$ cat config.mk
export PLATFORM = sky130hd
export DESIGN_NAME = evt_latch_counter
export DESIGN_NICKNAME = d
export VERILOG_FILES = /design/src/rtl/evt_cnt_pkg.sv /design/src/rtl/evt_src_sel.sv /design/src/rtl/evt_prescaler.sv /design/src/rtl/evt_capture.sv /design/src/rtl/evt_latch_counter.sv
export SDC_FILE = /design/constraint.sdc
export NUM_CORES = 1
export LEC_CHECK = 0
export CAP_MARGIN = 5
export CORE_MARGIN = 1.5
export CORE_UTILIZATION = 36
export DETAILED_ROUTE_END_ITERATION = 10
export SLEW_MARGIN = 5
export SYNTH_ARGS = -nofsm -noshare
export SYNTH_HDL_FRONTEND = slang
export SYNTH_SLANG_ARGS = --single-unit
$ cat constraint.sdc
create_clock -name clk_i -period 17.4 [get_ports clk_i]
set_clock_uncertainty 0.2 [all_clocks]
set_input_delay 1.74 -clock clk_i [delete_from_list [all_inputs] [get_ports clk_i]]
set_output_delay 1.74 -clock clk_i [all_outputs]
set_load 0.05 [all_outputs]
$ cat src/rtl/evt_cnt_pkg.sv
package evt_cnt_pkg;

  typedef enum logic [1:0] {
    LM_NORMAL  = 2'b00,
    LM_FORCED  = 2'b01,
    LM_CASCADE = 2'b10,
    LM_RSVD    = 2'b11
  } latch_mode_e;

  typedef enum logic [1:0] {
    SRC_EVT   = 2'b00,
    SRC_REF   = 2'b01,
    SRC_CARRY = 2'b10,
    SRC_HOLD  = 2'b11
  } cnt_src_e;

  // control word bit positions
  localparam int unsigned CTL_MODE_LSB = 0;
  localparam int unsigned CTL_FORCE    = 2;
  localparam int unsigned CTL_MASK_LSB = 3;
  localparam int unsigned CTL_MASK_W   = 3;
  localparam int unsigned CTL_EXP_LSB  = 6;

  // interrupt mask bit order
  localparam int unsigned IRQ_WRAP = 0;
  localparam int unsigned IRQ_CAP  = 1;
  localparam int unsigned IRQ_OVF  = 2;

endpackage

$ cat src/rtl/evt_src_sel.sv
module evt_src_sel
  import evt_cnt_pkg::*;
(
  input  logic     clk_i,
  input  logic     rst_ni,
  input  cnt_src_e src_i,
  input  logic     evt_i,
  input  logic     carry_i,
  output logic     tick_o
);

  logic evt_q;

  always_ff @(posedge clk_i or negedge rst_ni) begin
    if (!rst_ni) evt_q <= 1'b0;
    else         evt_q <= evt_i;
  end

  always_comb begin
    unique case (src_i)
      SRC_EVT:   tick_o = evt_i & ~evt_q;
      SRC_REF:   tick_o = 1'b1;
      SRC_CARRY: tick_o = carry_i;
      default:   tick_o = 1'b0;
    endcase
  end

endmodule

$ cat src/rtl/evt_prescaler.sv
module evt_prescaler #(
  parameter int unsigned EXP_W = 7
) (
  input  logic             clk_i,
  input  logic             rst_ni,
  input  logic             clr_i,
  input  logic [EXP_W-1:0] exp_i,
  input  logic             tick_i,
  output logic             inc_o
);

  localparam int unsigned DIV_W = 1 << EXP_W;

  logic [DIV_W-1:0] div_q;
  logic [DIV_W-1:0] limit;

  assign limit = (DIV_W'(1) << exp_i) - DIV_W'(1);
  // >= keeps a lowered exponent from stranding the divider above its limit
  assign inc_o = tick_i && (div_q >= limit);

  always_ff @(posedge clk_i or negedge rst_ni) begin
    if (!rst_ni)     div_q <= '0;
    else if (clr_i)  div_q <= '0;
    else if (tick_i) div_q <= inc_o ? '0 : div_q + DIV_W'(1);
  end

  a_r4_div_restart: assert property (@(posedge clk_i) disable iff (!rst_ni)
    inc_o |=> div_q == '0);

  a_r3_div_cleared: assert property (@(posedge clk_i) disable iff (!rst_ni)
    clr_i |=> div_q == '0);

endmodule

$ cat src/rtl/evt_capture.sv
module evt_capture
  import evt_cnt_pkg::*;
#(
  parameter int unsigned CNT_W = 16
) (
  input  logic                  clk_i,
  input  logic                  rst_ni,
  input  latch_mode_e           mode_i,
  input  logic                  force_i,
  input  logic                  arm_i,
  input  logic                  casc_i,
  input  logic                  inc_i,
  input  logic                  rd_i,
  input  logic                  wrap_i,
  input  logic [CNT_W-1:0]      cnt_nxt_i,
  input  logic [CTL_MASK_W-1:0] mask_i,
  output logic [CNT_W-1:0]      latch_o,
  output logic                  valid_o,
  output logic                  cap_o,
  output logic                  irq_o
);

  logic armed_q;
  logic cap_sync, cap_casc, cap;
  logic ovf;
  logic [CTL_MASK_W-1:0] evt_vec;

  assign cap_sync = (mode_i == LM_NORMAL) && armed_q && inc_i;
  assign cap_casc = (mode_i == LM_CASCADE) && casc_i;
  assign cap      = cap_sync | cap_casc | force_i;
  assign ovf      = cap && valid_o && !rd_i;

  always_comb begin
    evt_vec           = '0;
    evt_vec[IRQ_WRAP] = wrap_i;
    evt_vec[IRQ_CAP]  = cap;
    evt_vec[IRQ_OVF]  = ovf;
  end

  always_ff @(posedge clk_i or negedge rst_ni) begin
    if (!rst_ni) begin
      armed_q <= 1'b0;
      latch_o <= '0;
      valid_o <= 1'b0;
      cap_o   <= 1'b0;
      irq_o   <= 1'b0;
    end else begin
      armed_q <= (mode_i == LM_NORMAL) && ((armed_q && !inc_i) || arm_i);
      if (cap) latch_o <= cnt_nxt_i;
      valid_o <= cap | (valid_o & ~rd_i);
      cap_o   <= cap;
      irq_o   <= |(evt_vec & mask_i);
    end
  end

  a_r10_valid_fall_on_read: assert property (@(posedge clk_i) disable iff (!rst_ni)
    $fell(valid_o) |-> $past(rd_i));

  a_r9_cap_sets_valid: assert property (@(posedge clk_i) disable iff (!rst_ni)
    cap_o |-> valid_o);

  a_r6_arm_dropped: assert property (@(posedge clk_i) disable iff (!rst_ni)
    (mode_i != LM_NORMAL) |=> !armed_q);

  a_r11_irq_needs_mask: assert property (@(posedge clk_i) disable iff (!rst_ni)
    irq_o |-> $past(mask_i != '0));

endmodule

$ cat src/rtl/evt_latch_counter.sv
module evt_latch_counter
  import evt_cnt_pkg::*;
#(
  parameter int unsigned CNT_W = 16,
  parameter int unsigned PSC_W = 7,
  localparam int unsigned CTL_W = CTL_EXP_LSB + PSC_W
) (
  input  logic             clk_i,
  input  logic             rst_ni,
  input  logic [1:0]       src_sel_i,
  input  logic             evt_i,
  input  logic             carry_i,
  input  logic             ctl_we_i,
  input  logic [CTL_W-1:0] ctl_wdata_i,
  input  logic             preset_we_i,
  input  logic [CNT_W-1:0] preset_val_i,
  input  logic             arm_i,
  input  logic             casc_latch_i,
  input  logic             rd_i,
  output logic [CNT_W-1:0] count_o,
  output logic [CNT_W-1:0] latch_o,
  output logic             latch_valid_o,
  output logic             cap_o,
  output logic             tc_o,
  output logic             irq_o
);

  latch_mode_e           mode_q;
  logic [CTL_MASK_W-1:0] mask_q;
  logic [PSC_W-1:0]      exp_q;
  logic                  force_stb;
  logic                  tick, inc, wrap;
  logic [CNT_W-1:0]      cnt_q, cnt_nxt;

  // control register; force bit is a strobe and is not stored
  always_ff @(posedge clk_i or negedge rst_ni) begin
    if (!rst_ni) begin
      mode_q <= LM_NORMAL;
      mask_q <= '0;
      exp_q  <= '0;
    end else if (ctl_we_i) begin
      mode_q <= latch_mode_e'(ctl_wdata_i[CTL_MODE_LSB +: 2]);
      mask_q <= ctl_wdata_i[CTL_MASK_LSB +: CTL_MASK_W];
      exp_q  <= ctl_wdata_i[CTL_EXP_LSB +: PSC_W];
    end
  end

  assign force_stb = ctl_we_i && ctl_wdata_i[CTL_FORCE] &&
                     (ctl_wdata_i[CTL_MODE_LSB +: 2] == LM_FORCED);

  evt_src_sel i_src (
    .clk_i   (clk_i),
    .rst_ni  (rst_ni),
    .src_i   (cnt_src_e'(src_sel_i)),
    .evt_i   (evt_i),
    .carry_i (carry_i),
    .tick_o  (tick)
  );

  evt_prescaler #(.EXP_W(PSC_W)) i_psc (
    .clk_i  (clk_i),
    .rst_ni (rst_ni),
    .clr_i  (preset_we_i),
    .exp_i  (exp_q),
    .tick_i (tick),
    .inc_o  (inc)
  );

  assign wrap = inc && !preset_we_i && (cnt_q == '1);

  always_comb begin
    if (preset_we_i) cnt_nxt = preset_val_i;
    else if (inc)    cnt_nxt = cnt_q + CNT_W'(1);
    else             cnt_nxt = cnt_q;
  end

  always_ff @(posedge clk_i or negedge rst_ni) begin
    if (!rst_ni) begin
      cnt_q <= '0;
      tc_o  <= 1'b0;
    end else begin
      cnt_q <= cnt_nxt;
      tc_o  <= wrap;
    end
  end

  assign count_o = cnt_q;

  evt_capture #(.CNT_W(CNT_W)) i_cap (
    .clk_i     (clk_i),
    .rst_ni    (rst_ni),
    .mode_i    (mode_q),
    .force_i   (force_stb),
    .arm_i     (arm_i),
    .casc_i    (casc_latch_i),
    .inc_i     (inc),
    .rd_i      (rd_i),
    .wrap_i    (wrap),
    .cnt_nxt_i (cnt_nxt),
    .mask_i    (mask_q),
    .latch_o   (latch_o),
    .valid_o   (latch_valid_o),
    .cap_o     (cap_o),
    .irq_o     (irq_o)
  );

  a_r5_tc_at_zero: assert property (@(posedge clk_i) disable iff (!rst_ni)
    tc_o |-> count_o == '0);

  a_r3_preset_loads: assert property (@(posedge clk_i) disable iff (!rst_ni)
    preset_we_i |=> count_o == $past(preset_val_i));

  a_r2_hold_stable: assert property (@(posedge clk_i) disable iff (!rst_ni)
    (src_sel_i == SRC_HOLD && !preset_we_i) |=> $stable(count_o));

  a_r5_tc_single: assert property (@(posedge clk_i) disable iff (!rst_ni)
    tc_o |=> !tc_o || (count_o == '0 && $past(preset_we_i) == 1'b0 && $past(count_o) == '0) == 1'b0);

endmodule

==> results of run 1 <==
-- cell usage in the layout (no fill, tap or decap), types with 5 or more instances in the layout --
cell type	n
and4_1	19
nand4_1	63
nor4_1	11
a31oi_1	16
mux2_2	19
inv_1	34
a21oi_1	143
or3_1	7
nand2_1	257
nor2_1	167
xnor2_1	27
o21ai_0	220
nand2b_1	18
xor2_1	30
mux2_4	5
o21ai_1	16
a221oi_1	6
ha_1	131
buf_4	26
o41ai_1	9
clkdlybuf4s50_1	74
and3_1	50
o211ai_1	7
a22oi_1	5
a21o_1	39
o2111ai_1	7
nand3_1	87
o21a_1	6
o31ai_1	55
nor3_1	35
nor2b_1	9
nor4_2	5
nand4b_1	5
clkbuf_16	17
dfrtp_1	177
and2_1	17
a211oi_1	6
-- state kept, by name, summed over array words and instances (netlist names) --
name	count
i_cap.armed_q	1
exp_q	7
mask_q	3
count_o	16
i_cap.cap_o	1
i_psc.div_q	128
i_cap.irq_o	1
mode_q	2
i_cap.valid_o	1
i_src.evt_q	1
i_cap.latch_o	16
tc_o	1
-- per-layer routing --
layer / vias up / share of wire / track usage
met5: - / 0 / 0
met4: 0 / 0.027 / 0.08126
met3: 88 / 0.058 / 0.04920
met2: 514 / 0.47 / 0.4016
met1: 7092 / 0.44 / 0.3198
li1: 6989 / - / -
-- where the power goes --
| part | switching, µW | internal (µW) |
|---|---|---|
| Clock | 189 | 222 |
| Combinational | 258 | 129 |
| Sequential | 15.2 | 433 |
| Total | 463 | 784 |
-- how the worst min path moves through the flow --
stage | to | depth (start not counted)
4_1_cts | mask_q[0]$_DFFE_PN0P_ | 1
5_1_grt | i_cap.latch_o[7]$_DFFE_PN0P_ | 1
2_1_floorplan | i_psc.div_q[60]$_DFFE_PN0P_ | 1
6_report | i_psc.div_q[116]$_DFFE_PN0P_ | 1
3_5_place_dp | i_cap.latch_o[4]$_DFFE_PN0P_ | 1
3_3_place_gp | i_cap.irq_o$_DFF_PN0_ | 1
-- cell type report --
class,instances,area (µm²),share of cell area
multi-input combinational,1573,9842,0.5912
tap,532,665.6,0.03998
inverter,36,135.1,0.008117
clock buffer,19,452.9,0.02721
timing repair buffer,101,949.7,0.05704
sequential,178,4456,0.2676
clock inverter,12,147.6,0.008868
-- metrics by stage --
stage                     hold slack, ns    util
final                             0.3123  0.4087
after global routing              0.3277  0.4087
after CTS                         0.3136  0.4087
after detailed placement          0.2946  0.3939
after global placement            0.2825  0.3939
after floorplan                   0.2654       -
-- Yosys cell counts (all sizes together) (9+ instances only) --
master and count:
a21o 40, a21oi 145, a31oi 16, and2 18, and3 50, and4 20
buf 45, clkbuf 50, dfrtp 178, ha 131, inv 34, mux2 24
nand2 260, nand2b 18, nand3 90, nand4 66, nor2 171, nor2b 9
nor3 36, nor4 19, o21ai 240, o31ai 55, o41ai 9, xnor2 27
xor2 30
-- cell families (layout without fill, tap and decap cells) --
family | Yosys count | after routing | synth area share
adders and majority gates | 131 | 131 | 0.1106
buffers and inverters | 131 | 168 | 0.03748
xor gates and xnor gates | 57 | 57 | 0.03368
muxes | 28 | 28 | 0.02220
and+or+nand+nor | 786 | 786 | 0.2655
other | 1 | 1 | 0.0002530
DFF | 178 | 178 | 0.3005
AOI/OAI and AO/OA | 570 | 570 | 0.2299
==> results_dict.tcl, run 1 <==
set metrics [dict create \
    nNetsFinal 2078 \
    finalSetupViolCount 0 \
    irDropWorstVdd_mv 0.08088 \
    antennaDiodeCount 0 \
    endpoint "i_psc.div_q[52]$_DFFE_PN0P_" \
    gr-total-overflow 0 \
    slowest_delay_ns 0.79 \
    clock_path_buffers 2 \
    period_needed_ns 9.185 \
    final_cells 2451 \
    vias_per_cell 5.991 \
    synth_warnings 0 \
    rows 74 \
    worst_slack_ns 8.215 \
    power_uw 1247 \
    remaining_drc_errors 0 \
    grt_pass1_wl_um 80710 \
    hp-start "i_psc.div_q[116]$_DFFE_PN0P_" \
    clkLatencyLatePin_ns 0.48 \
    vias 14683 \
    drv_slew 0 \
    power.density_nw_per_um2 74.89 \
    initial_core_util 0.3639 \
    cp.depth 28 \
    path_clk_slew_ns 0.08 \
    post_cts_buffers 0 \
    rr_startpoint "exp_q[4]$_DFFE_PN0P_" \
    synth_top_cell_area_share 0.3005 \
    cts_hold_buf 0 \
    synthDistinctLibCells 82 \
    ios 76 \
    synth_ff_type "dfrtp_1" \
    crit_path_start_kind "flop" \
    finalWeightedCongestion 0.9469 \
    gr-usage-all-layers 0.2443 \
    critPathTopFamily "simple AND/OR/NAND/NOR gates" \
    port_buffers 75 \
    wl_per_cell_um 20.71 \
    ant_nets 0 \
    dpl.cell_count 2420 \
    drtIter0Drc 1307 \
    grt_max_degree 87 \
    dpl.hpwl_um 37020 \
    area_growth_pct 12.32 \
    synth.net_count 2053 \
    tritoncts "done" \
    fmax_ghz 0.1089 \
    ctsResizeCount 0 \
    wirelength_um 50760 \
    path_buf_inv 3 \
    netlist_instances 1882 \
    synth.yosys.seq_area_share 0.3005 \
    firstDrtPassIters 5 \
    fin_setup_tns_ns 0 \
    max_slew_margin 0.3039 \
    clock_sinks 178 \
    drive_gt1_frac 0.06462 \
    cp.required_ns 17.53 \
    ys_ff_latch 178 \
    syn_area_um2 14820 \
    numCtsBuffers 17 \
    antenna_found_initial 0 \
    crit_top_cell "nand2_1" \
    tightest_slew_ns 1.044 \
    grt_pass1_vias 14134 \
    htreeDepth 4 \
    synth_edf_count 0 \
    ff2ff_path_depth 28 \
    core_area_um2 40740 \
    preCtsSetupSlack_ns 8.360 \
    n_fill_cell 4194 \
    r2r_setup_slack_ns 8.22 \
    r2r_end "i_psc.div_q[52]$_DFFE_PN0P_" \
    synth_top_cell_by_area "dfrtp_1" \
    hold_viol 0 \
    crit_fanout 81 \
    status "finished clean" \
    endpoint_kind "flop" \
    slowest_stage "buf_4" \
    synth_area_per_cell_um2 7.876 \
    hp-class "reg2reg" \
    maxCapViolations 0 \
    root_buffer "clkbuf_16" \
    cp-startpoint "exp_q[4]$_DFFE_PN0P_" \
    placed_area_um2 16050 \
    die_area_um2 42400 \
    die_x_um 205.9 \
    fin_crit_sh 0.5278 \
    synth.area.top_cells "dfrtp_1, ha_1, o21ai_0, nand2_1, a21oi_1" \
    die_h_um 205.9 \
    arrival_ns 9.31 \
    leakagePower_uw 0.007047 \
    final_area_um2 16650 \
    path_class "reg2reg" \
    async_flop_share 1.000 \
    rsz0062_at_grt "false" \
]
Note: power is estimated with default switching activity, not from simulation.
==> inputs of run 2 (changes only) <==
Clock period 17.4 ns to 8.5 ns, I/O delays scaled along.
==> run 2 against run 1 <==
  * Cell area grew 0.96%
  * Sequential cell count is the same
  * Count of clock-buffer cells in the layout shrank 2
  * Non-clock buffer count grew 20
  * Die area is the same
  * First-iteration DRC count shrank 1.5%
  * Register-to-register slack lost 7.1 ns
  * Combinational power grew 110%
  * Clock power grew 94%
  * Highest routed layer unchanged
  * Critical endpoint is now i_cap.latch_o[6]$_DFFE_PN0P_
==> results_dict.tcl, run 2 (synthesis gave the netlist of run 1 again) <==
set metrics [dict create \
    regMostFlops "i_psc.div_q" \
    hold_viol 0 \
    irDropWorstVdd_mv 0.1387 \
    crit_path_start_kind "flop" \
    gr-usage-all-layers 0.2463 \
    rsz0062_at_grt "false" \
    firstDrtPassIters 6 \
    grt_pass1_wl_um 81380 \
    seq_power_share 0.365 \
    rr_startpoint "exp_q[5]$_DFFE_PN0P_" \
    rows 74 \
    largest_reg_flops 128 \
    root_buffer "clkbuf_16" \
    drive_gt1_frac 0.07474 \
    remaining_drc_errors 0 \
    ant_nets 0 \
    drtIter0Drc 1287 \
    path_clk_slew_ns 0.08 \
    nNetsFinal 2098 \
    wl_per_cell_um 20.59 \
    fin_setup_tns_ns 0 \
    clkLatencyLatePin_ns 0.49 \
    period_needed_ns 7.383 \
    wirelength_um 50890 \
    status "finished clean" \
    fmax_ghz 0.1355 \
    leakagePower_uw 0.007130 \
    die_h_um 205.9 \
    ff2ff_path_depth 27 \
    power_uw 2530 \
    arrival_ns 7.55 \
    cp.required_ns 8.67 \
    tightest_slew_ns 1.248 \
    vias_per_cell 5.990 \
    layout_common_cells "nand2_1, o21ai_0, dfrtp_1" \
    die_area_um2 42400 \
    htreeDepth 4 \
    switching_share 0.3872 \
    die_x_um 205.9 \
    drv_slew 0 \
    ios 76 \
    r2r_setup_slack_ns 1.12 \
    endpoint_kind "flop" \
    port_buffers 75 \
    numCtsBuffers 17 \
    crit_fanout 19 \
    layout_commonest_cell "nand2_1" \
    post_cts_buffers 0 \
    power_frac_comb 0.319 \
    ctsResizeCount 0 \
    power.density_nw_per_um2 150.5 \
    initial_core_util 0.3639 \
    gr-total-overflow 0 \
    antennaDiodeCount 0 \
    finalSetupViolCount 0 \
    core_area_um2 40740 \
    clock_path_buffers 2 \
    endpoint "i_cap.latch_o[6]$_DFFE_PN0P_" \
    area_growth_pct 13.40 \
    cp-startpoint "exp_q[5]$_DFFE_PN0P_" \
    vias 14807 \
    dpl.hpwl_um 37590 \
    n_fill_cell 4159 \
    cts_hold_buf 0 \
    clock_sinks 178 \
    intPower_uw 1551 \
    max_slew_margin 0.1677 \
    tritoncts "done" \
    finalWeightedCongestion 0.9664 \
    grt_max_degree 122 \
    fin_crit_sh 0.8686 \
    antenna_found_initial 0 \
    path_class "reg2reg" \
    grt_pass1_vias 14368 \
    power_switching_uw 979.7 \
    r2r_end "i_cap.latch_o[6]$_DFFE_PN0P_" \
    pwr-share-clk 0.316 \
    hp-class "in2async" \
    maxCapViolations 0 \
]
-- run 2: area by class of cell --
cell class / instances / area (µm²) / area share
inverters: 36 / 135.1 / 0.008039
repair buffers: 121 / 1137 / 0.06766
clock buffers: 17 / 425.4 / 0.02531
clock inverters: 15 / 147.6 / 0.008784
flip-flops and latches: 178 / 4456 / 0.2651
multi-input cells: 1573 / 9842 / 0.5855
well taps: 532 / 665.6 / 0.03960
-- run 2: critical path, stage by stage, from the launching register on --
cell and delay, ns:
dfrtp_1 0.35, clkinv_1 0.25, nand2_1 0.40, nor2_1 0.11, nand2_1 0.18, inv_1 0.10
nand2_1 0.11, ha_1 0.18, o31a_2 0.17, o21a_1 0.29, nand2_2 0.22, a21oi_1 0.37
o21ai_2 0.15, a21o_1 0.28, nor3_4 0.26, mux2_2 0.36, a2bb2oi_1 0.13, ha_1 0.28
nand4_1 0.15, nor3_1 0.27, nor4b_1 0.43, and4b_1 0.29, nand4_1 0.11, a21o_2 0.25
nand2_4 0.20, a32oi_4 0.15, o21ai_4 0.60, mux2_2 0.41
-- run 2: power groups by stage --
stage	clock network [µW]	logic (µW)	registers, µW
after floorplan	0	413	1040
after global placement	0	787	939
after detailed placement	0	797	937
after CTS	820	801	922
after global routing	851	874	929
final	799	808	923
-- run 2: worst min-delay path by stage --
stage / from / end / slack (ns) / depth (start not counted)
6_report: rst_ni / i_psc.div_q[77]$_DFFE_PN0P_ / 0.12 / 1
2_1_floorplan: i_psc.div_q[60]$_DFFE_PN0P_ / i_psc.div_q[60]$_DFFE_PN0P_ / 0.27 / 1
3_3_place_gp: i_cap.latch_o[4]$_DFFE_PN0P_ / i_cap.latch_o[4]$_DFFE_PN0P_ / 0.30 / 1
4_1_cts: rst_ni / i_psc.div_q[59]$_DFFE_PN0P_ / 0.15 / 1
5_1_grt: rst_ni / i_psc.div_q[77]$_DFFE_PN0P_ / 0.17 / 1
3_5_place_dp: i_cap.latch_o[15]$_DFFE_PN0P_ / i_cap.latch_o[15]$_DFFE_PN0P_ / 0.30 / 1
-- run 2: metrics by stage --
| stage | utilization | cells | hold slack [ns] | setup slack [ns] | cell area (µm²) |
|---|---|---|---|---|---|
| 2_1_floorplan | - | 1882 | 0.2654 | 2.443 | 14820 |
| 3_3_place_gp | 0.3985 | 2440 | 0.2953 | 1.416 | 16240 |
| 3_5_place_dp | 0.3985 | 2440 | 0.2955 | 1.251 | 16240 |
| 4_1_cts | 0.4126 | 2472 | 0.1451 | 1.217 | 16810 |
| 5_1_grt | 0.4126 | 2472 | 0.1653 | 0.5939 | 16810 |
| 6_report | 0.4126 | 2472 | 0.1199 | 1.117 | 16810 |
-- run 2: per-layer routing --
| metal | vias to the layer above | routed length [µm] | GRT usage |
|---|---|---|---|
| met1 | 7105 | 22170 | 0.3264 |
| met5 | - | 0 | 0 |
| li1 | 7014 | - | - |
| met3 | 112 | 3933 | 0.05708 |
| met2 | 576 | 23190 | 0.3913 |
| met4 | 0 | 1604 | 0.08851 |
==> inputs of run 3 (changes only) <==
Settings changed: CELL_PAD_IN_SITES_DETAIL_PLACEMENT from default to 1, CELL_PAD_IN_SITES_GLOBAL_PLACEMENT from default to 2, PLACE_DENSITY_LB_ADDON from default to 0.1.
==> run 3 against run 2 <==
  * Hold slack gained 0.042 ns
  * Non-clock buffer count decreased by 3
  * Combinational power grew 2%
  * First-iteration DRC count is 31% lower
  * Cell count fell by 0.12%
  * Sequential cell count unchanged
  * Die area unchanged
  * Register-to-register slack worse by 0.03 ns
  * Sequential power barely moved
  * Wire length is 14% higher
  * Count of clock-buffer cells in the layout up 3
  * Critical endpoint is now i_cap.latch_o[4]$_DFFE_PN0P_
==> results_dict.tcl, run 3 (synthesis gave the netlist of run 1 again) <==
set metrics [dict create \
    status "finished clean" \
    gr-usage-all-layers 0.2854 \
    grt_pass1_vias 15188 \
    grt_pass1_wl_um 92000 \
    htreeDepth 4 \
    path_class "reg2reg" \
    wirelength_um 58090 \
    irDropWorstVdd_mv 0.1521 \
    register_area_um2 4456 \
    die_h_um 205.9 \
    ant_nets 0 \
    max_slew_margin 0.1569 \
    drtIter0Drc 890 \
    nNetsFinal 2095 \
    wl_per_cell_um 23.53 \
    rows 74 \
    ios 76 \
    dpl.hpwl_um 44320 \
    vias 14777 \
    arrival_ns 7.67 \
    largest_reg_flops 128 \
    drive_gt1_frac 0.07228 \
    grt_max_degree 96 \
    ctsResizeCount 0 \
    rsz0062_at_grt "false" \
    clock_path_buffers 2 \
    antennaDiodeCount 0 \
    leakagePower_uw 0.007129 \
    fin_setup_tns_ns 0 \
    port_buffers 75 \
    finalSetupViolCount 0 \
    remaining_drc_errors 0 \
    initial_core_util 0.3639 \
    ff2ff_path_depth 30 \
    slowest_stage "o21ai_1" \
    endpoint_kind "flop" \
    die_area_um2 42400 \
    slowest_delay_ns 0.67 \
    cts_hold_buf 0 \
    path_clk_slew_ns 0.08 \
    crit_path_start_kind "flop" \
    regMostFlops "i_psc.div_q" \
    hp-class "in2async" \
    firstDrtPassIters 5 \
    tightest_slew_ns 1.256 \
    finalWeightedCongestion 0.9330 \
    tritoncts "done" \
    hold_viol 0 \
    fmax_ghz 0.1349 \
    die_x_um 205.9 \
    clkLatencyLatePin_ns 0.51 \
    crit_fanout 12 \
    maxCapViolations 0 \
    cp.required_ns 8.75 \
    numCtsBuffers 17 \
    layout_commonest_cell "nand2_1" \
    drv_slew 0 \
    clock_sinks 178 \
    antenna_found_initial 0 \
    post_cts_buffers 0 \
    holdWs_ns 0.1617 \
    area_growth_pct 13.31 \
    gr-total-overflow 0 \
    n_fill_cell 4926 \
    root_buffer "clkbuf_16" \
    period_needed_ns 7.412 \
    power.density_nw_per_um2 154.3 \
    power_uw 2592 \
    multiInputGateArea_um2 9843 \
    layout_common_cells "nand2_1, o21ai_0, dfrtp_1" \
    fin_crit_sh 0.8720 \
    vias_per_cell 5.985 \
    core_area_um2 40740 \
]
[run 3: cell count changes in the layout (fill, tap and decap cells not counted), moves of 2 or more]
| cell | delta |
|---|---|
| clkbuf_8 | +2 |
| buf_4 | -2 |
| clkinv_8 | -2 |
| clkinvlp_4 | -2 |
| clkinv_4 | +2 |
| clkinv_2 | -2 |
[run 3: final cells by class]
type,instances,share of cell area
Inverter,36,0.008045
Sequential cell,178,0.2653
Clock inverter,12,0.008194
Multi-Input combinational cell,1573,0.5860
Timing Repair Buffer,118,0.06563
Clock buffer,20,0.02719
Tap cell,532,0.03963
[run 3: worst paths after layout]
path	start	end	slack (ns)
worst min-delay path	rst_ni	i_psc.div_q[84]$_DFFE_PN0P_	0.16
worst max-delay path	exp_q[5]$_DFFE_PN0P_	i_cap.latch_o[4]$_DFFE_PN0P_	1.09
worst max register to register	exp_q[5]$_DFFE_PN0P_	i_cap.latch_o[4]$_DFFE_PN0P_	1.09
worst min register to register	mask_q[0]$_DFFE_PN0P_	i_cap.irq_o$_DFF_PN0_	0.31
min in group clk_i	mask_q[0]$_DFFE_PN0P_	i_cap.irq_o$_DFF_PN0_	0.31
max in group asynchronous	rst_ni	i_psc.div_q[18]$_DFFE_PN0P_	5.98
[run 3: critical path, delay by kind of cell, from the launching register on]
kind | cells | cell delay (ns)
buffers and inverters | 5 | 0.75
muxes | 2 | 0.54
AOI/OAI and AO/OA | 8 | 2.31
adders and majority gates | 2 | 0.46
DFF | 1 | 0.36
and+or+nand+nor | 13 | 2.71
[run 3: per-stage QoR]
stage	area, µm²	utilization	worst slack (ns)	std cells
4_1_cts	16800	0.4123	1.226	2469
6_report	16800	0.4123	1.088	2469
5_1_grt	16800	0.4123	0.5893	2469
2_1_floorplan	14820	-	2.443	1882
3_5_place_dp	16200	0.3977	1.254	2437
3_3_place_gp	16200	0.3977	1.492	2437
[run 3: metal layers]
metal,GRT usage,part of all wire
met4,0.09808,0.028
met1,0.3795,0.47
met2,0.4711,0.47
met3,0.04320,0.027
met5,0,0
[run 3: power breakdown]
group / total (µW) / leakage [µW] / internal (µW) / switching, µW
combinational: 821 / 0.00445 / 274 / 547
clock: 847 / 0.000291 / 431 / 416
sequential: 925 / 0.00239 / 885 / 39.6
